**src/rtl/line_sync_boost_div.sv**
```systemverilog
module line_sync_boost_div #(
  parameter int POS_W  = 5,
  parameter int CODE_W = 3
) (
  input  logic              clk,
  input  logic              rst,
  input  logic [CODE_W-1:0] div_code,
  input  logic [POS_W-1:0]  line_len,
  output logic              boost_clk,
  output logic              line_start,
  output logic [POS_W-1:0]  line_pos
);
  localparam int TAP_W = ((1 << CODE_W) > POS_W) ? (1 << CODE_W) : POS_W;

  logic [POS_W-1:0]  span, pos_nx;
  logic [CODE_W-1:0] sel;
  logic [TAP_W-1:0]  tap;

  assign span   = (line_len < POS_W'(2)) ? POS_W'(2) : line_len;
  assign pos_nx = (line_pos >= span - POS_W'(1)) ? '0 : line_pos + POS_W'(1);
  assign sel    = (div_code <= CODE_W'(1)) ? '0 : div_code - CODE_W'(2);
  assign tap    = TAP_W'(pos_nx);

  always_ff @(posedge clk) begin
    if (rst) begin
      line_pos  <= '0;
      boost_clk <= 1'b0;
    end else begin
      line_pos  <= pos_nx;
      boost_clk <= (div_code != '0) && !tap[sel];
    end
  end

  assign line_start = (line_pos == '0);
endmodule


```
**config.mk**
```make
export PLATFORM = sky130hd
export DESIGN_NAME = line_sync_boost_div
export DESIGN_NICKNAME = d
export VERILOG_FILES = /design/src/rtl/line_sync_boost_div.sv
export SDC_FILE = /design/constraint.sdc
export NUM_CORES = 1
export LEC_CHECK = 0
export BUFFER_PORTS_ARGS = -buffer_cell sky130_fd_sc_hd__buf_2
export CAP_MARGIN = 40
export CORE_AREA = 2 2 39 41
export CTS_CLUSTER_DIAMETER = 100
export DETAILED_ROUTE_END_ITERATION = 6
export DIE_AREA = 0 0 41 43
export GPL_ROUTABILITY_DRIVEN = 0
export PLACE_DENSITY = 0.63
export SKIP_LAST_GASP = 1
export SYNTH_ARGS = -nofsm -noshare
export SYNTH_HDL_FRONTEND = slang
export SYNTH_SLANG_ARGS = --single-unit
```
**constraint.sdc**
```tcl
create_clock -name clk -period 2.3 [get_ports clk]
set_input_delay 0.23 -clock clk [delete_from_list [all_inputs] [get_ports clk]]
set_output_delay 0.23 -clock clk [all_outputs]
set_load 0.1 [all_outputs]
```
==> results of run 1 <==
## per-stage QoR
stage / setup TNS, ns / instances / power, µW / setup slack [ns] / utilization (%)
3_5_place_dp: -0.371 / 100 / 373 / -0.0859 / 48.8
3_3_place_gp: -0.277 / 100 / 371 / -0.0553 / 48.8
6_report: 0 / 103 / 466 / 0.214 / 50.5
4_1_cts: 0 / 103 / 473 / 0.166 / 50.5
5_1_grt: 0 / 103 / 492 / 0.0295 / 50.5
2_1_floorplan: 0 / 64 / 321 / 0.0817 / -
## final timing paths
| path | end | cells past startpoint |
|---|---|---|
| min reg2reg | line_pos[0] | 1 |
| min | boost_clk | 2 |
| max | line_pos[4] | 10 |
| max reg2reg | line_pos[4] | 7 |
## sequential cells by signal (all words and copies together), names as in the netlist
name	flops
boost_clk	1
line_pos	5
## layout make-up
cell class,count,area [µm²],share of cell area [%]
well taps,16,20.0,2.87
flip-flops and latches,6,121,17.4
repair buffers,20,110,15.8
multi-input cells,51,398,57.0
clock buffers,3,22.5,3.23
inverters,7,26.3,3.76
## routing by layer
| layer | track usage, % | vias up | share of wire, % |
|---|---|---|---|
| li1 | - | 278 | - |
| met1 | 22.1 | 234 | 48 |
| met2 | 22.8 | 11 | 47 |
| met3 | 1.57 | 3 | 3.3 |
| met4 | 10.0 | 0 | 2.4 |
| met5 | 0 | - | 0 |
## power breakdown
| group | internal, µW | switching (µW) |
|---|---|---|
| clock network | 59.0 | 38.0 |
| logic | 67.3 | 171 |
| registers | 116 | 15.0 |
| total | 242 | 224 |
## cells in the mapped netlist, types with 2 or more instances
library cell and n:
dfxtp_1 6, nand2_1 2, xnor2_1 2, nor3_1 3, ha_1 10, a21oi_1 2
nor2_1 10, inv_1 7, a31oi_1 2, o211ai_1 2, xor2_1 3
## worst max-delay path, stage by stage
cell	delay, ns
buf_2	0.10
o41ai_1	0.45
ha_1	0.26
nand2_1	0.07
xor2_1	0.14
ha_1	0.28
a21oi_1	0.11
o21ai_0	0.15
or2_2	0.35
nor2_1	0.12
## layout by cell type, fill, tap and decap left out, types with 2 or more instances in the layout
| cell | instances |
|---|---|
| xor2_1 | 3 |
| ha_1 | 10 |
| nor2_1 | 10 |
| nor3_1 | 3 |
| xnor2_1 | 2 |
| buf_2 | 16 |
| inv_1 | 7 |
| dfxtp_1 | 5 |
| a31oi_1 | 2 |
| clkbuf_4 | 3 |
| nand2_1 | 2 |
| o211ai_1 | 2 |
| buf_4 | 4 |
| a21oi_1 | 2 |
## logic make-up after synthesis
| family | synth area share (%) |
|---|---|
| simple gates | 20.8 |
| compound gates | 17.7 |
| fa+ha+maj | 23.6 |
| buf+inv | 4.97 |
| flops | 22.7 |
| xor+xnor | 8.28 |
| mux | 1.89 |
==> flow_summary.json, run 1 <==
{
  "vias_per_cell": 5.11,
  "cts_sinks": 6,
  "clk_latency_ns": 0.25,
  "crit_path_max_fanout": 5,
  "core_um2": 1380,
  "rows": 14,
  "setup_viol": 0,
  "grt_max_degree": 7,
  "synthArstFlopShare_pct": 0,
  "num_vias": 526,
  "crit_arrival_ns": 2.27,
  "ys_warn_count": 0,
  "hold_viol": 0,
  "drc": 0,
  "wl_per_cell_um": 11.1,
  "synth.distinct_cells": 26,
  "ant_nets": 0,
  "cts_made_buffers": 3,
  "hp-class": "input port to register",
  "cp-startpoint": "line_len[4]",
  "synth_top_area_cell": "ha_1",
  "n_antenna_cell": 0,
  "leakage_uw": 0.000347,
  "grt_pass1_wl_mm": 1.93,
  "nFillCells": 144,
  "avgSynthCellArea_um2": 8.27,
  "fin_skew_ns": 0.00255,
  "cts.clk_slew.worst_paths_ns": 0.04,
  "r2r-start": "line_pos[0]",
  "htreeDepth": 1,
  "syn_nets": 84,
  "drive_above_1_share_pct": 31.0,
  "die_h_um": 43,
  "fin_crit_ns": 2.09,
  "synth_area_leaders": "ha_1 24%, dfxtp_1 23%, nor2_1 7.1%",
  "postSynthCellCount": 64,
  "clock-root-buffer": "clkbuf_4",
  "timing.hold.ws_ns": 0.157,
  "final_nets": 109,
  "grt_pass1_vias": 489,
  "synth-seq-area-share_pct": 22.7,
  "power_density_nw_per_um2": 668,
  "required_ns": 2.48,
  "port_buffers": 16,
  "firstDrtPassIters": 4,
  "stdcell_area_um2": 698,
  "crit_type": "input port to register",
  "ios": 17,
  "maxCapViolations": 0,
  "die_w_um": 41,
  "max_freq_ghz": 0.479,
  "start_kind": "input port",
  "dp_hpwl_um": 959,
  "synth_edf_count": 0,
  "ctsHoldBuffers": 0,
  "finalCritPeriodShare_pct": 90.7,
  "initial_core_util_pct": 38.2,
  "syn_area_um2": 529,
  "drt_iter0_markers": 10,
  "dominantRegCellSynth": "dfxtp_1",
  "wirelength_mm": 1.14,
  "rsz0062_at_grt": "false",
  "slew_headroom_pct": 67.5,
  "areaGrowthSynthToFinish_pct": 31.9,
  "synth-seq-cells": 6,
  "post_dp_cell_area_um2": 676,
  "status": "completed",
  "ir_drop_mv": 0.338,
  "overflow": 0,
  "crit_path_end_kind": "register",
  "synth_top_area_share_pct": 23.6,
  "drv_slew": 0,
  "cts_buffer_depth": 2,
  "antenna_found_initial": 0,
  "holdCritStartpoint": "rst",
  "dieArea_um2": 1760,
  "cts_setup_buffers": 0,
  "grt_use_total_pct": 16.0,
  "cts_tree": "yes",
  "r2r_setup_slack_ns": 0.46,
  "tightestPinTransition_ns": 0.491,
  "cts_resized": 0
}
No activity file was read; power rests on OpenSTA's default activity.
==> inputs of run 2 (changes only) <==
--- a/config.mk
+++ b/config.mk
@@ -12,7 +12,7 @@
 export DETAILED_ROUTE_END_ITERATION = 6
 export DIE_AREA = 0 0 41 43
 export GPL_ROUTABILITY_DRIVEN = 0
-export PLACE_DENSITY = 0.63
+export PLACE_DENSITY = 0.77
 export SKIP_LAST_GASP = 1
 export SYNTH_ARGS = -nofsm -noshare
 export SYNTH_HDL_FRONTEND = slang
==> run 2 against run 1 <==
Net effect:
- clock power down 4.4%
- global-route usage decreased by 0.81 points
- first-iteration DRC count is 20% lower
- via count decreased by 0.38%
- setup slack improved by 0.024 ns
- sequential power about the same
- core utilization unchanged
- die area unchanged
- fmax rose by 1.2%
- final area unchanged
- largest power group unchanged
- highest routed layer unchanged
==> flow_summary.json, run 2 (synthesis results as in run 1) <==
{
  "cts.clk_slew.worst_paths_ns": 0.04,
  "cts_buffer_depth": 2,
  "finalCritPeriodShare_pct": 89.7,
  "crit_path_end_kind": "register",
  "post_dp_cell_area_um2": 668,
  "areaGrowthSynthToFinish_pct": 31.9,
  "rows": 14,
  "cp-startpoint": "line_len[4]",
  "grt_use_total_pct": 15.2,
  "drc": 0,
  "final_cell_mix": "16 x buf_2, 10 x nor2_1, 10 x ha_1, 7 x inv_1, 5 x dfxtp_1",
  "crit_path_cell_trace": "buf_2, o41ai_2, ha_1, nand2_1, xor2_1, ha_1, a21oi_1, o21ai_0, or2_2, nor2_1",
  "p_sw_share_pct": 47.7,
  "grt_pass1_wl_mm": 1.85,
  "clock-root-buffer": "clkbuf_4",
  "final_nets": 108,
  "slowest_stage": "o41ai_2",
  "power_density_nw_per_um2": 661,
  "required_ns": 2.47,
  "clk_latency_ns": 0.24,
  "p_clk_share_pct": 20.1,
  "dp_hpwl_um": 917,
  "reg_top3": "line_pos: 5 flops, boost_clk: 1 flops",
  "rr_worst_depth": 7,
  "fin_crit_ns": 2.06,
  "tightestPinTransition_ns": 0.485,
  "ant_nets": 0,
  "htreeDepth": 1,
  "die_w_um": 41,
  "fin_cells": 102,
  "fin_skew_ns": 0.000950,
  "crit_path_end": "line_pos[1]",
  "path_depth": 10,
  "leakage_uw": 0.000346,
  "num_vias": 524,
  "crit_path_max_fanout": 5,
  "stdcell_area_um2": 698,
  "ctsHoldBuffers": 0,
  "crit_type": "input port to register",
  "cts_resized": 0,
  "critical_path.max_stage_delay_ns": 0.39,
  "initial_core_util_pct": 38.2,
  "grt_max_degree": 7,
  "status": "completed",
  "regMostFlops": "line_pos",
  "hold_viol": 0,
  "setup_viol": 0,
  "core_um2": 1380,
  "largest_register_ffs": 5,
  "antenna_found_initial": 0,
  "grt_pass1_vias": 488,
  "overflow": 0,
  "r2r-end": "line_pos[1]",
  "die_h_um": 43,
  "cts_setup_buffers": 0,
  "seq_power_share_pct": 28.2,
  "final_common_cell": "buf_2",
  "drt_iter0_markers": 8,
  "power_switching_uw": 220,
  "wirelength_mm": 1.09,
  "slew_headroom_pct": 67.9,
  "cts_sinks": 6,
  "dpl.cell_count": 99,
  "n_antenna_cell": 0,
  "drive_above_1_share_pct": 31.4,
  "path_buf_inv": 1,
  "maxCapViolations": 0,
  "drv_slew": 0,
  "crit_arrival_ns": 2.24,
  "ios": 17,
  "firstDrtPassIters": 4,
  "r2r-start": "line_pos[0]",
  "cts_made_buffers": 3,
  "intPower_uw": 241,
  "port_buffers": 16,
  "cts_tree": "yes",
  "crit_top_cell": "ha_1",
  "dieArea_um2": 1760,
  "r2r_setup_slack_ns": 0.49,
  "combPwrFrac_pct": 51.7,
  "start_kind": "input port",
  "vias_per_cell": 5.14,
  "max_freq_ghz": 0.485,
  "rsz0062_at_grt": "false",
  "critPathTopFamily": "compound AO/OA/AOI/OAI gates",
  "ir_drop_mv": 0.409,
  "hp-class": "input port to register",
  "wl_per_cell_um": 10.7,
  "power.total_uw": 461
}
-- run 2: cell count changes in the layout (fill, tap and decap cells not counted), sizes merged --
cell,change
buf,-1
-- run 2: final cells by class --
cell class | count | area, µm²
inverters | 7 | 26.3
repair buffers | 19 | 103
flip-flops and latches | 6 | 121
well taps | 16 | 20.0
multi-input cells | 51 | 405
fillers | 131 | 686
clock buffers | 3 | 22.5
-- run 2: worst register-to-register path: cells and delay by family (launching register included) --
family	cells	cell delay [ns]
and+or+nand+nor	3	0.60
adders and majority gates	1	0.29
DFF	1	0.37
AOI/OAI and AO/OA	2	0.38
buffers and inverters	1	0.10
-- run 2: how the worst min path moves through the flow --
stage,depth (start not counted),slack [ns],to,startpoint
after global routing,2,0.18,boost_clk,rst
after floorplan,1,0.31,boost_clk,rst
final,2,0.17,boost_clk,rst
after detailed placement,2,0.43,boost_clk,rst
after CTS,2,0.17,boost_clk,rst
after global placement,2,0.42,boost_clk,rst
-- run 2: metal layers --
metal	track usage, %	vias to the layer above	routed length (µm)
met3	3.14	2	29
met1	19.2	239	521
li1	-	275	-
met5	0	-	0
met2	23.1	8	518
met4	8.00	0	17
-- run 2: power groups by stage --
stage	Combinational, µW	Sequential [µW]	Clock, µW
after floorplan	117	205	0
after global routing	258	131	107
final	239	130	92.7
after CTS	239	130	99.4
after global placement	236	132	0
after detailed placement	238	132	0
-- run 2: metrics by stage --
step                hold slack, ns  util [%]  worst slack (ns)  setup TNS, ns
floorplan                    0.309         -            0.0817              0
global placement             0.423      48.3          -0.00489       -0.00489
detailed placement           0.426      48.3            -0.123         -0.614
CTS                          0.167      49.9             0.116              0
global route                 0.180      50.5            0.0120              0
finish                       0.174      50.5             0.238              0
